==> config.mk <==
export PLATFORM = sky130hd
export DESIGN_NAME = brc_resolve
export DESIGN_NICKNAME = d
export VERILOG_FILES = /design/src/rtl/brc_resolve_pkg.sv /design/src/rtl/brc_cond_eval.sv /design/src/rtl/brc_target.sv /design/src/rtl/brc_ctrl.sv /design/src/rtl/brc_resolve.sv
export SDC_FILE = /design/constraint.sdc
export NUM_CORES = 1
export LEC_CHECK = 0
export BUFFER_PORTS_ARGS = -buffer_cell sky130_fd_sc_hd__buf_2
export CORE_MARGIN = 10
export CORE_UTILIZATION = 39
export CTS_BUF_LIST = sky130_fd_sc_hd__clkbuf_2 sky130_fd_sc_hd__clkbuf_4 sky130_fd_sc_hd__clkbuf_8
export CTS_CLUSTER_SIZE = 10
export DETAILED_ROUTE_END_ITERATION = 10
export PLACE_DENSITY = 0.71
export SLEW_MARGIN = 20
export SYNTH_ARGS = -nofsm -noshare
export SYNTH_HDL_FRONTEND = slang
export SYNTH_SLANG_ARGS = --single-unit
export TNS_END_PERCENT = 100
==> constraint.sdc <==
create_clock -name clk -period 4.7 [get_ports clk]
set_input_delay 0.94 -clock clk [delete_from_list [all_inputs] [get_ports clk]]
set_output_delay 0.94 -clock clk [all_outputs]
set_load 0.02 [all_outputs]
==> src/rtl/brc_resolve_pkg.sv <==
package brc_resolve_pkg;

    typedef struct packed {
        logic ov;
        logic ng;
        logic zr;
        logic cy;
    } flags_t;

    typedef enum logic [1:0] {
        K_JMP  = 2'b00,
        K_JCC  = 2'b01,
        K_CMOV = 2'b10,
        K_NONE = 2'b11
    } kind_e;

    typedef enum logic [1:0] {
        SZ_8  = 2'b00,
        SZ_16 = 2'b01,
        SZ_32 = 2'b10,
        SZ_64 = 2'b11
    } size_e;

    // Number of base condition pairs; each pair is (cond, !cond).
    localparam int unsigned NUM_PAIRS = 8;
    localparam int unsigned LIVE_PAIRS = 6;

    typedef struct packed {
        logic taken;
        logic wr_en;
        logic size_err;
    } ctrl_t;

    function automatic logic pair_live(input logic [2:0] idx);
        return idx < 3'(LIVE_PAIRS);
    endfunction

endpackage

==> src/rtl/brc_cond_eval.sv <==
module brc_cond_eval
    import brc_resolve_pkg::*;
(
    input  flags_t     flags,
    input  logic [3:0] sel,
    output logic       hit
);
    logic [brc_resolve_pkg::NUM_PAIRS-1:0] base;
    logic sgn_lt;
    logic uns_be;

    assign sgn_lt = flags.ng ^ flags.ov;
    assign uns_be = flags.cy | flags.zr;

    // Even code of each pair is the base condition; odd code inverts it.
    genvar g;
    generate
        for (g = 0; g < int'(brc_resolve_pkg::NUM_PAIRS); g++) begin : g_pair
            if (g == 0) begin : g_eq
                assign base[g] = flags.zr;
            end else if (g == 1) begin : g_neg
                assign base[g] = flags.ng;
            end else if (g == 2) begin : g_slt
                assign base[g] = sgn_lt;
            end else if (g == 3) begin : g_sle
                assign base[g] = sgn_lt | flags.zr;
            end else if (g == 4) begin : g_ult
                assign base[g] = flags.cy;
            end else if (g == 5) begin : g_ule
                assign base[g] = uns_be;
            end else begin : g_dead
                assign base[g] = 1'b0;
            end
        end
    endgenerate

    always_comb begin
        hit = 1'b0;
        if (pair_live(sel[3:1])) begin
            hit = base[sel[3:1]] ^ sel[0];
        end
    end

    always_comb begin
        AST_DEAD_CODES: assert (!(sel[3:2] == 2'b11) || !hit);
        AST_PAIR_SPLIT: assert (sel[3:2] == 2'b11 || (hit ^ sel[0]) == base[sel[3:1]]);
    end

endmodule

==> src/rtl/brc_target.sv <==
module brc_target #(
    parameter int unsigned ADDR_W = 32,
    parameter int unsigned LEN_W  = 4,
    parameter int unsigned DISP_W = 8
) (
    input  logic [ADDR_W-1:0] pc,
    input  logic [LEN_W-1:0]  len,
    input  logic [DISP_W-1:0] disp,
    output logic [ADDR_W-1:0] fall_pc,
    output logic [ADDR_W-1:0] jump_pc
);
    localparam int unsigned LEN_PAD  = ADDR_W - LEN_W;
    localparam int unsigned DISP_PAD = ADDR_W - DISP_W;

    logic [ADDR_W-1:0] len_ext;
    logic [ADDR_W-1:0] disp_ext;

    assign len_ext  = {{LEN_PAD{1'b0}}, len};
    assign disp_ext = {{DISP_PAD{disp[DISP_W-1]}}, disp};

    // Target is relative to the following instruction.
    assign fall_pc = pc + len_ext;
    assign jump_pc = fall_pc + disp_ext;

    always_comb begin
        AST_ZERO_DISP: assert (disp != '0 || jump_pc == fall_pc);
    end

endmodule

==> src/rtl/brc_ctrl.sv <==
module brc_ctrl
    import brc_resolve_pkg::*;
(
    input  logic [1:0] kind,
    input  logic [1:0] size,
    input  logic       hit,
    output ctrl_t      ctl
);
    kind_e k;
    size_e s;

    assign k = kind_e'(kind);
    assign s = size_e'(size);

    always_comb begin
        ctl = '0;
        unique case (k)
            K_JMP:  ctl.taken = 1'b1;
            K_JCC:  ctl.taken = hit;
            K_CMOV: begin
                if (s == SZ_8) begin
                    ctl.size_err = 1'b1;
                end else begin
                    ctl.wr_en = hit;
                end
            end
            default: ctl = '0;
        endcase
    end

    always_comb begin
        AST_ERR_BLOCKS_WR: assert (!ctl.size_err || !ctl.wr_en);
        AST_ONE_ROLE:      assert (!(ctl.taken && (ctl.wr_en || ctl.size_err)));
    end

endmodule

==> src/rtl/brc_resolve.sv <==
module brc_resolve
    import brc_resolve_pkg::*;
#(
    parameter int unsigned ADDR_W = 32,
    parameter int unsigned LEN_W  = 4,
    parameter int unsigned DISP_W = 8
) (
    input  logic              clk,
    input  logic              rst,
    input  logic              req_vld,
    input  logic [1:0]        req_kind,
    input  logic [1:0]        req_size,
    input  logic [3:0]        req_cond,
    input  logic [3:0]        req_flags,
    input  logic [ADDR_W-1:0] req_pc,
    input  logic [LEN_W-1:0]  req_len,
    input  logic [DISP_W-1:0] req_disp,
    output logic              rsp_vld,
    output logic [ADDR_W-1:0] next_pc,
    output logic              taken,
    output logic              wr_en,
    output logic              size_err
);
    logic              hit;
    logic [ADDR_W-1:0] fall_pc;
    logic [ADDR_W-1:0] jump_pc;
    ctrl_t             ctl;
    ctrl_t             ctl_q;

    brc_cond_eval u_eval (
        .flags (flags_t'(req_flags)),
        .sel   (req_cond),
        .hit   (hit)
    );

    brc_target #(
        .ADDR_W (ADDR_W),
        .LEN_W  (LEN_W),
        .DISP_W (DISP_W)
    ) u_tgt (
        .pc      (req_pc),
        .len     (req_len),
        .disp    (req_disp),
        .fall_pc (fall_pc),
        .jump_pc (jump_pc)
    );

    brc_ctrl u_ctl (
        .kind (req_kind),
        .size (req_size),
        .hit  (hit),
        .ctl  (ctl)
    );

    always_ff @(posedge clk) begin
        if (rst) begin
            rsp_vld <= 1'b0;
            next_pc <= '0;
            ctl_q   <= '0;
        end else begin
            rsp_vld <= req_vld;
            if (req_vld) begin
                ctl_q   <= ctl;
                next_pc <= ctl.taken ? jump_pc : fall_pc;
            end else begin
                ctl_q   <= '0;
            end
        end
    end

    assign taken    = ctl_q.taken;
    assign wr_en    = ctl_q.wr_en;
    assign size_err = ctl_q.size_err;

    AST_JMP_ALWAYS: assert property (@(posedge clk) disable iff (rst)
        req_vld && req_kind == 2'b00 |=> taken && next_pc == $past(jump_pc));
    AST_JCC_TARGET: assert property (@(posedge clk) disable iff (rst)
        req_vld && req_kind == 2'b01 |=> (taken ? next_pc == $past(jump_pc) : next_pc == $past(fall_pc)));
    AST_JCC_DEAD: assert property (@(posedge clk) disable iff (rst)
        req_vld && req_kind == 2'b01 && req_cond[3:2] == 2'b11 |=> !taken);
    AST_CMOV_STAYS: assert property (@(posedge clk) disable iff (rst)
        req_vld && req_kind == 2'b10 |=> !taken && next_pc == $past(fall_pc));
    AST_BYTE_MOVE: assert property (@(posedge clk) disable iff (rst)
        req_vld && req_kind == 2'b10 && req_size == 2'b00 |=> size_err && !wr_en);
    AST_IDLE_QUIET: assert property (@(posedge clk) disable iff (rst)
        !req_vld |=> !rsp_vld && !taken && !wr_en && !size_err);
    AST_ONE_HOT_OUT: assert property (@(posedge clk) disable iff (rst)
        $onehot0({taken, wr_en, size_err}));

endmodule

==> results.json, run 1 <==
{
  "status": "complete, no violations",
  "synth_top_area_share_pct": 18.3,
  "drv_cap": 0,
  "total_power_mw": 1.19,
  "avgSynthCellArea_um2": 7.70,
  "setup_viol_count_final": 0,
  "leakage_nw": 2.13,
  "clock_skew_ns": 0,
  "min_from": "next_pc[29]",
  "drc_errors": 0,
  "r2r-end": "next_pc[30]",
  "setup_tns_ns": 0,
  "drive_above_1_share_pct": 21.2,
  "grt_pass1_wl_um": 20500,
  "holdWs_ns": 0.468,
  "yosysMostFrequentCell": "nand2_1",
  "rrSetupSlack_ns": 3.86,
  "fp.dieH_um": 120,
  "ys_seq_area_share_pct": 18.3,
  "powerDensity_nw_per_um2": 251,
  "cts_setup_buffers": 0,
  "fin_ws_ns": 0.251,
  "cts_hold_buf": 0,
  "utilization_pct": 48.3,
  "vias_per_cell": 5.72,
  "wl_per_cell_um": 16.8,
  "grt_max_degree": 61,
  "crit_arrival_ns": 4.66,
  "placed_cell_area_um2": 4630,
  "grt_overflow": 0,
  "hold_viol_final": 0,
  "rr_worst_depth": 3,
  "period_share_pct": 94.7,
  "dpl.hpwl_um": 9930,
  "antenna_found_initial": 0,
  "synthTopCellsByCount": "nand2_1 (63), nor2_1 (48), ha_1 (38)",
  "yosysWarnings": 0,
  "instances_no_fill": 746,
  "slew_violations": 0,
  "synth_enable_flop_cells": 0,
  "clock_sinks": 36,
  "fp.dieW_um": 120,
  "cp_max_fo": 7,
  "timing.rr.start": "next_pc[30]",
  "yosys.area.top_type": "dfxtp_1",
  "syn2layout_area_growth_pct": 20.4,
  "cts_buffer_depth": 2,
  "drtAntennaViolNets": 0,
  "syn_nets": 610,
  "worst_pin_slew_ns": 0.765,
  "portBuffers": 94,
  "synth-main-ff-cell": "dfxtp_1",
  "cp.required_ns": 4.91,
  "yosysUniqueCellTypes": 63,
  "root_buffer": "clkbuf_8",
  "routed_wl_um": 12500,
  "dieArea_um2": 14500,
  "synth_async_sr_flop_share_pct": 0,
  "syn_area_um2": 3940,
  "max-slew-margin-rel_pct": 48.8,
  "vdd_ir_drop_max_uv": 158,
  "synthesis.instances": 511,
  "ctsResizeCount": 0,
  "start_util_pct": 40.1,
  "synth.area.top_cells": "dfxtp_1 (18%), ha_1 (12%), xnor2_1 (7.8%), nand2_1 (6.0%), nor2_1 (4.6%)",
  "cts_tree": "built",
  "detail_route.first_pass.iterations": 7,
  "insertion_delay_ns": 0.29,
  "gp_congestion": 0.937,
  "dpl.cell_count": 738,
  "grt_pass1_vias": 4166,
  "critical_path.endpoint_type": "flop",
  "std_cell_rows": 36,
  "fin_area_um2": 4740,
  "ios": 95,
  "diodes": 0,
  "criticalPathCategory": "input port to flop",
  "hp-class": "flop to flop",
  "min_delay_path_depth": 2,
  "drt_iter0_drc": 291,
  "coreArea_um2": 9820,
  "finalNetCount": 711,
  "grt_usage_pct": 16.6,
  "synth-seq-cells": 36,
  "fmax_mhz": 225,
  "min_to": "next_pc[29]",
  "htreeDepth": 2,
  "clk_pin_slew_worst_paths_ns": 0.09,
  "rsz0062_at_grt": "no",
  "cts_inserted_buffers": 5,
  "layout_min_cycle_time_ns": 4.45,
  "place_ws_ns": -0.000173,
  "critPathLaunchType": "input port",
  "vias": 4268
}
critical path: stages:
cell and delay [ns]:
buf_2 0.10, ha_1 0.21, fa_1 0.40, a21o_1 0.17
a21oi_1 0.16, buf_4 0.19, nor4_2 0.05, buf_4 0.15
nand3_1 0.15, nor2_1 0.07, xor2_1 0.26, ha_1 0.30
a21o_1 0.18, a211o_1 0.32, mux2i_1 0.13, a211o_1 0.23
a211oi_1 0.42, nand3_1 0.13, o311ai_1 0.10
power breakdown:
| part | leakage (nW) | switching [mW] | internal (mW) | total, mW |
|---|---|---|---|---|
| combinational | 1.77 | 0.327 | 0.230 | 0.556 |
| clock | 0.0541 | 0.130 | 0.157 | 0.287 |
| sequential | 0.298 | 0.0136 | 0.332 | 0.345 |
kinds of logic (layout without fill, tap and decap cells):
kind of cell | Yosys count | count (layout) | synth area share (%)
and+or+nand+nor | 195 | 195 | 23.9
adders and majority gates | 40 | 40 | 13.1
DFF | 36 | 36 | 18.3
AOI/OAI and AO/OA | 154 | 154 | 28.2
muxes | 9 | 9 | 2.29
xor gates and xnor gates | 52 | 52 | 11.6
buffers and inverters | 25 | 127 | 2.64
routing by layer:
| metal | share of wire (%) | GRT usage, % | up-vias |
|---|---|---|---|
| met5 | 0 | 0 | - |
| met1 | 46 | 21.5 | 1975 |
| li1 | - | - | 2123 |
| met4 | 0.73 | 2.64 | 0 |
| met3 | 7.9 | 3.91 | 8 |
| met2 | 46 | 27.7 | 162 |
flip-flops by register name (all words and copies together), names as in the netlist:
register / count
next_pc: 32
rsp_vld: 1
size_err: 1
taken: 1
wr_en: 1
final cells by class:
cell class	instances	area, um2
Sequential cell	36	721
Tap cell	133	166
Clock buffer	5	68.8
Multi-Input combinational cell	450	3110
Timing Repair Buffer	111	598
Clock inverter	3	42.5
Inverter	8	30.0
Fill cell	1008	5080
cells in the final DEF, fill, tap and decap left out, types with 4 or more instances in the layout:
cell type  synthesis  layout
a211o_1            6       6
a211oi_1          12      12
a21o_1            17      17
a21oi_1           34      34
a311oi_1          17      17
and2_1             7       7
and3_1             6       6
and4_1             5       5
buf_2              5      94
buf_4              1      17
clkbuf_8           0       5
dfxtp_1           36      36
ha_1              38      38
inv_1              6       6
mux2i_1            9       9
nand2_1           63      63
nand2b_1           8       8
nand3_1           21      21
nand4_1            8       8
nor2_1            48      48
nor2b_1            4       4
nor3_1            11      11
o211ai_1           8       8
o21ai_0           16      16
o21ai_1            7       7
xnor2_1           35      35
xor2_1            17      17
worst max path at each step:
stage	end	slack (ns)	start	depth (start not counted)
final	next_pc[31]	0.25	req_pc[0]	19
after global routing	next_pc[31]	0.09	req_pc[0]	19
after CTS	next_pc[31]	0.29	req_pc[0]	19
after detailed placement	next_pc[31]	-0.0002	req_pc[0]	19
after global placement	next_pc[31]	0.02	req_pc[0]	19
after floorplan	next_pc[20]	0.41	req_pc[0]	14
Power figures use the tool's default switching activity.
==> run 2, diff against run 1 <==
--- a/config.mk
+++ b/config.mk
@@ -5,13 +5,15 @@
 export SDC_FILE = /design/constraint.sdc
 export NUM_CORES = 1
 export LEC_CHECK = 0
+export ABC_AREA = 1
+export ABC_CLOCK_PERIOD_IN_PS = 4700
 export BUFFER_PORTS_ARGS = -buffer_cell sky130_fd_sc_hd__buf_2
 export CORE_MARGIN = 10
 export CORE_UTILIZATION = 39
 export CTS_BUF_LIST = sky130_fd_sc_hd__clkbuf_2 sky130_fd_sc_hd__clkbuf_4 sky130_fd_sc_hd__clkbuf_8
 export CTS_CLUSTER_SIZE = 10
 export DETAILED_ROUTE_END_ITERATION = 10
-export PLACE_DENSITY = 0.71
+export PLACE_DENSITY = 0.69
 export SLEW_MARGIN = 20
 export SYNTH_ARGS = -nofsm -noshare
 export SYNTH_HDL_FRONTEND = slang
==> results.json, run 2 <==
{
  "status": "complete, no violations",
  "drt_iter0_drc": 327,
  "grt_max_degree": 36,
  "drtAntennaViolNets": 0,
  "yosysMostFrequentCell": "nand2_1",
  "grtUsageMet3_pct": 3.38,
  "root_buffer": "clkbuf_8",
  "vias_per_cell": 4.94,
  "max-slew-margin-rel_pct": 44.3,
  "worst_pin_slew_ns": 0.834,
  "use_met1_pct": 23.9,
  "grt_pass1_wl_um": 26600,
  "fp.dieH_um": 134,
  "cts_buffer_depth": 2,
  "cts_setup_buffers": 0,
  "antenna_found_initial": 0,
  "cts_hold_buf": 0,
  "synthesis.instances": 926,
  "cts_tree": "built",
  "slew_violations": 0,
  "synth_top_area_share_pct": 24.5,
  "mostFrequentLayoutCells": "nand2_1 (334), inv_1 (149), buf_2 (94)",
  "syn_area_um2": 5110,
  "total_power_mw": 1.24,
  "fmax_mhz": 251,
  "clk_pin_slew_worst_paths_ns": 0.08,
  "vias": 5849,
  "routed_wl_um": 16200,
  "rr_worst_depth": 4,
  "clock_skew_ns": 0,
  "rsz0062_at_grt": "no",
  "cts_inserted_buffers": 5,
  "wl_per_cell_um": 13.7,
  "start_util_pct": 40.2,
  "synth_async_sr_flop_share_pct": 0,
  "setup_viol_count_final": 0,
  "ios": 95,
  "grt_pass1_vias": 5523,
  "yosys.area.top_type": "nand2_1",
  "ys_seq_area_share_pct": 14.1,
  "dieArea_um2": 18100,
  "fin_area_um2": 5830,
  "clock_sinks": 36,
  "grt_overflow": 0,
  "powerDensity_nw_per_um2": 213,
  "critPathLaunchType": "input port",
  "largest_reg_flops": 32,
  "vdd_ir_drop_max_uv": 153,
  "ctsResizeCount": 0,
  "htreeDepth": 2,
  "syn_nets": 1025,
  "yosysWarnings": 0,
  "std_cell_rows": 41,
  "mostFrequentLayoutCell": "nand2_1",
  "synthTopCellsByCount": "nand2_1 (334), inv_1 (149), nand3_1 (93)",
  "min_delay_path_depth": 2,
  "gp_congestion": 0.969,
  "leakage_nw": 3.25,
  "yosysUniqueCellTypes": 39,
  "synth_enable_flop_cells": 0,
  "fp.dieW_um": 134,
  "cp.required_ns": 4.86,
  "diodes": 0,
  "top_register": "next_pc",
  "detail_route.first_pass.iterations": 5,
  "period_share_pct": 84.7,
  "synth-seq-cells": 36,
  "dpl.hpwl_um": 13400,
  "grt_usage_pct": 17.6,
  "drc_errors": 0,
  "placed_cell_area_um2": 5720,
  "synth.area.top_cells": "nand2_1 (25%), dfxtp_1 (14%), inv_1 (11%), ha_1 (9.3%), nand3_1 (9.1%)",
  "portBuffers": 94,
  "hold_viol_final": 0,
  "synth-main-ff-cell": "dfxtp_1",
  "criticalPathCategory": "input port to flop",
  "cp_max_fo": 7,
  "crit_arrival_ns": 4.14,
  "avgSynthCellArea_um2": 5.52,
  "layout_min_cycle_time_ns": 3.98,
  "setup_tns_ns": 0,
  "syn2layout_area_growth_pct": 14.1,
  "drive_above_1_share_pct": 14.2,
  "critical_path.endpoint_type": "flop",
  "drv_cap": 0,
  "coreArea_um2": 12700,
  "finalNetCount": 1111,
  "gr-usage-met2_pct": 27.9,
  "hp-class": "flop to flop",
  "insertion_delay_ns": 0.30,
  "grt_busiest_layer": "met2"
}
-- run 2: cell count changes after synthesis, sizes merged, moves of 15 or more --
| cell | change |
|---|---|
| nand2 | +282 |
| a21o | -15 |
| nand3 | +75 |
| a21oi | +22 |
| a311oi | -18 |
| xnor2 | -24 |
| nor2 | +25 |
| inv | +145 |
-- run 2: final timing paths --
check                   start          end  slack (ns)
setup / recovery    req_pc[0]  next_pc[27]        0.72
setup reg to reg  next_pc[31]  next_pc[31]        4.04
hold reg to reg   next_pc[15]  next_pc[15]        0.46
hold / removal    next_pc[15]  next_pc[15]        0.46
-- run 2: cell families (layout without fill, tap and decap cells) --
| logic type | after synthesis | count (layout) | synth area share (%) |
|---|---|---|---|
| simple gates | 572 | 572 | 49.4 |
| flops | 36 | 36 | 14.1 |
| compound gates | 78 | 78 | 8.27 |
| fa+ha+maj | 40 | 40 | 10.1 |
| buf+inv | 171 | 258 | 13.1 |
| xor+xnor | 29 | 29 | 4.97 |
-- run 2: stage by stage --
step                std cells  hold slack, ns  worst slack, ns  utilization [%]
finish                   1185           0.462            0.717             45.8
detailed placement       1177           0.454            0.459             44.9
global route             1185           0.477            0.412             45.8
global placement         1177           0.448            0.512             44.9
CTS                      1185           0.466            0.769             45.8
floorplan                 926           0.541             1.10                -
-- run 2: cell type report --
| class | count | area, um2 |
|---|---|---|
| Clock buffer | 5 | 68.8 |
| Clock inverter | 3 | 42.5 |
| Fill cell | 1466 | 6890 |
| Inverter | 154 | 578 |
| Multi-Input combinational cell | 719 | 3720 |
| Sequential cell | 36 | 721 |
| Tap cell | 172 | 215 |
| Timing Repair Buffer | 96 | 485 |
-- run 2: power by group --
part           switching (mW)  internal (mW)  total [mW]
sequential             0.0104          0.330       0.340
combinational           0.407          0.214       0.622
clock                   0.125          0.157       0.282
-- run 2: layer usage --
metal	vias to the layer above	routed length, um
li1	3084	-
met1	2533	7940
met2	205	6810
met3	27	1200
met4	0	295
met5	-	0
-- run 2: worst max-delay path: stages --
cell,delay (ns)
buf_2,0.10
ha_1,0.27
fa_1,0.44
nand3_2,0.10
nand2_2,0.11
nand2_4,0.11
nor2_4,0.06
nand4_1,0.08
xor2_1,0.33
ha_1,0.35
a21oi_1,0.23
nand2_1,0.10
a21oi_1,0.22
nor2_1,0.10
nor2_1,0.17
nand2_1,0.07
nand2_1,0.06
nand3_1,0.06
nand3_1,0.14
a21oi_1,0.07
==> run 3, diff against run 2 <==
--- a/config.mk
+++ b/config.mk
@@ -6,14 +6,14 @@
 export NUM_CORES = 1
 export LEC_CHECK = 0
 export ABC_AREA = 1
-export ABC_CLOCK_PERIOD_IN_PS = 4700
+export ABC_CLOCK_PERIOD_IN_PS = 3200
 export BUFFER_PORTS_ARGS = -buffer_cell sky130_fd_sc_hd__buf_2
 export CORE_MARGIN = 10
 export CORE_UTILIZATION = 39
 export CTS_BUF_LIST = sky130_fd_sc_hd__clkbuf_2 sky130_fd_sc_hd__clkbuf_4 sky130_fd_sc_hd__clkbuf_8
 export CTS_CLUSTER_SIZE = 10
 export DETAILED_ROUTE_END_ITERATION = 10
-export PLACE_DENSITY = 0.69
+export PLACE_DENSITY = 0.72
 export SLEW_MARGIN = 20
 export SYNTH_ARGS = -nofsm -noshare
 export SYNTH_HDL_FRONTEND = slang
==> constraint.sdc (replaced) <==
create_clock -name clk -period 3.2 [get_ports clk]
set_input_delay 0.64 -clock clk [delete_from_list [all_inputs] [get_ports clk]]
set_output_delay 0.64 -clock clk [all_outputs]
set_load 0.02 [all_outputs]
==> results.json, run 3 (synthesized netlist as in run 2, its figures left out) <==
{
  "status": "complete, no violations",
  "insertion_delay_ns": 0.31,
  "cp.required_ns": 3.37,
  "fmax_mhz": 313,
  "critPathLaunchType": "input port",
  "drv_cap": 0,
  "wl_per_cell_um": 14.2,
  "grt_usage_pct": 19.6,
  "htreeDepth": 2,
  "clk_pin_slew_worst_paths_ns": 0.09,
  "largest_reg_flops": 32,
  "detail_route.first_pass.iterations": 6,
  "clock_skew_ns": 0,
  "crit_arrival_ns": 3.37,
  "criticalPathCategory": "input port to flop",
  "cts_buffer_depth": 2,
  "cp_max_fo": 5,
  "hold_viol_final": 0,
  "fp.dieW_um": 134,
  "max-slew-margin-rel_pct": 51.1,
  "routed_wl_um": 19100,
  "portBuffers": 94,
  "critical_path.endpoint_type": "flop",
  "mostFrequentLayoutCells": "nand2_1 (276), buf_4 (159), inv_1 (137)",
  "ios": 95,
  "drtAntennaViolNets": 0,
  "dpl.hpwl_um": 14400,
  "grt_pass1_wl_um": 29600,
  "slew_violations": 0,
  "start_util_pct": 40.2,
  "leakage_nw": 4.17,
  "diodes": 0,
  "vias_per_cell": 4.99,
  "dieArea_um2": 18100,
  "drc_errors": 0,
  "syn2layout_area_growth_pct": 55.1,
  "cts_inserted_buffers": 5,
  "worst_pin_slew_ns": 0.734,
  "fin_area_um2": 7930,
  "grt_max_degree": 35,
  "mostFrequentLayoutCell": "nand2_1",
  "rsz0062_at_grt": "yes",
  "placed_cell_area_um2": 6750,
  "finalNetCount": 1271,
  "hp-class": "flop to flop",
  "holdWs_ns": 0.458,
  "cts_tree": "built",
  "powerDensity_nw_per_um2": 283,
  "root_buffer": "clkbuf_8",
  "setup_viol_count_final": 0,
  "layout_min_cycle_time_ns": 3.20,
  "drt_iter0_drc": 508,
  "grt_overflow": 0,
  "antenna_found_initial": 0,
  "period_share_pct": 100,
  "drive_above_1_share_pct": 40.1,
  "coreArea_um2": 12700,
  "vdd_ir_drop_max_uv": 142,
  "clock_sinks": 36,
  "std_cell_rows": 41,
  "fp.dieH_um": 134,
  "gp_congestion": 1.01,
  "fill_cells": 1206,
  "vias": 6718,
  "grt_pass1_vias": 6296,
  "top_register": "next_pc"
}
[run 3: changes by cell type in the layout (fill, tap and decap cells not counted), moves of 12 or more]
cell / before / now
a21oi_1: 56 / 41
a21oi_2: 1 / 13
buf_4: 2 / 159
ha_1: 38 / 13
ha_4: 0 / 23
inv_1: 149 / 137
nand2_1: 334 / 276
nand2_2: 10 / 57
nor2_1: 66 / 46
nor2_2: 5 / 17
[run 3: worst max-delay path, stage by stage]
cell and delay [ns]:
buf_2 0.11, ha_4 0.30, nand3_1 0.10, nand2_2 0.11
nand3_2 0.08, nand2_2 0.13, buf_4 0.12, nand4_1 0.14
xor2_2 0.23, inv_2 0.07, ha_4 0.26, buf_4 0.15
nand2_4 0.07, nor2_2 0.04, buf_4 0.13, nand2_2 0.06
nand3_2 0.06, a21oi_2 0.16, nand2_1 0.07, nand2_1 0.07
nand3_1 0.07, nand3_1 0.13, a21oi_1 0.07
[run 3: worst paths after layout]
kind / slack, ns / end / from / cells past startpoint
setup reg to reg: 2.48 / next_pc[20] / next_pc[20] / 2
setup / recovery: 0.0001 / next_pc[28] / req_pc[2] / 23
hold / removal: 0.46 / next_pc[23] / next_pc[23] / 2
hold reg to reg: 0.46 / next_pc[23] / next_pc[23] / 2
[run 3: area by class of cell]
class	count	area, um2	share of cell area (%)
multi-input cells	719	4590	57.9
repair buffers	256	1720	21.7
flip-flops and latches	36	721	9.09
inverters	154	581	7.33
well taps	172	215	2.72
clock buffers	8	97.6	1.23
[run 3: routing by layer]
| layer | share of wire (%) | GRT usage, % |
|---|---|---|
| met1 | 44 | 25.8 |
| met2 | 46 | 32.2 |
| met3 | 7.8 | 3.41 |
| met4 | 1.7 | 5.26 |
| met5 | 0 | 0 |
[run 3: power by group]
part | internal (mW) | total [mW] | switching [mW] | leakage (nW)
registers | 0.485 | 0.503 | 0.0177 | 0.297
clock network | 0.193 | 0.380 | 0.187 | 0.0523
logic | 0.604 | 1.36 | 0.759 | 3.82
total | 1.28 | 2.25 | 0.963 | 4.17
[run 3: metrics by stage]
| stage | std cells | setup WS, ns | TNS, ns | total power, mW | utilization (%) |
|---|---|---|---|---|---|
| final | 1345 | 0.000121 | 0 | 2.25 | 62.3 |
| after global routing | 1345 | -0.180 | -2.58 | 2.40 | 62.3 |
| after CTS | 1324 | -0.0112 | -0.0194 | 2.06 | 56.8 |
| after detailed placement | 1311 | -0.570 | -11.19 | 1.62 | 53.0 |
| after global placement | 1311 | -0.519 | -9.75 | 1.61 | 53.0 |
| after floorplan | 926 | 0.000919 | 0 | 1.17 | - |
[run 3: what timing repair did]
action / CTS / global route
gates resized for setup: 59 / 137
setup endpoints to repair: 23 / 24
buffers inserted: 5 / 21
cloned: 0 / 0
hold buffers: 0 / 0
pin swaps: 18 / 67
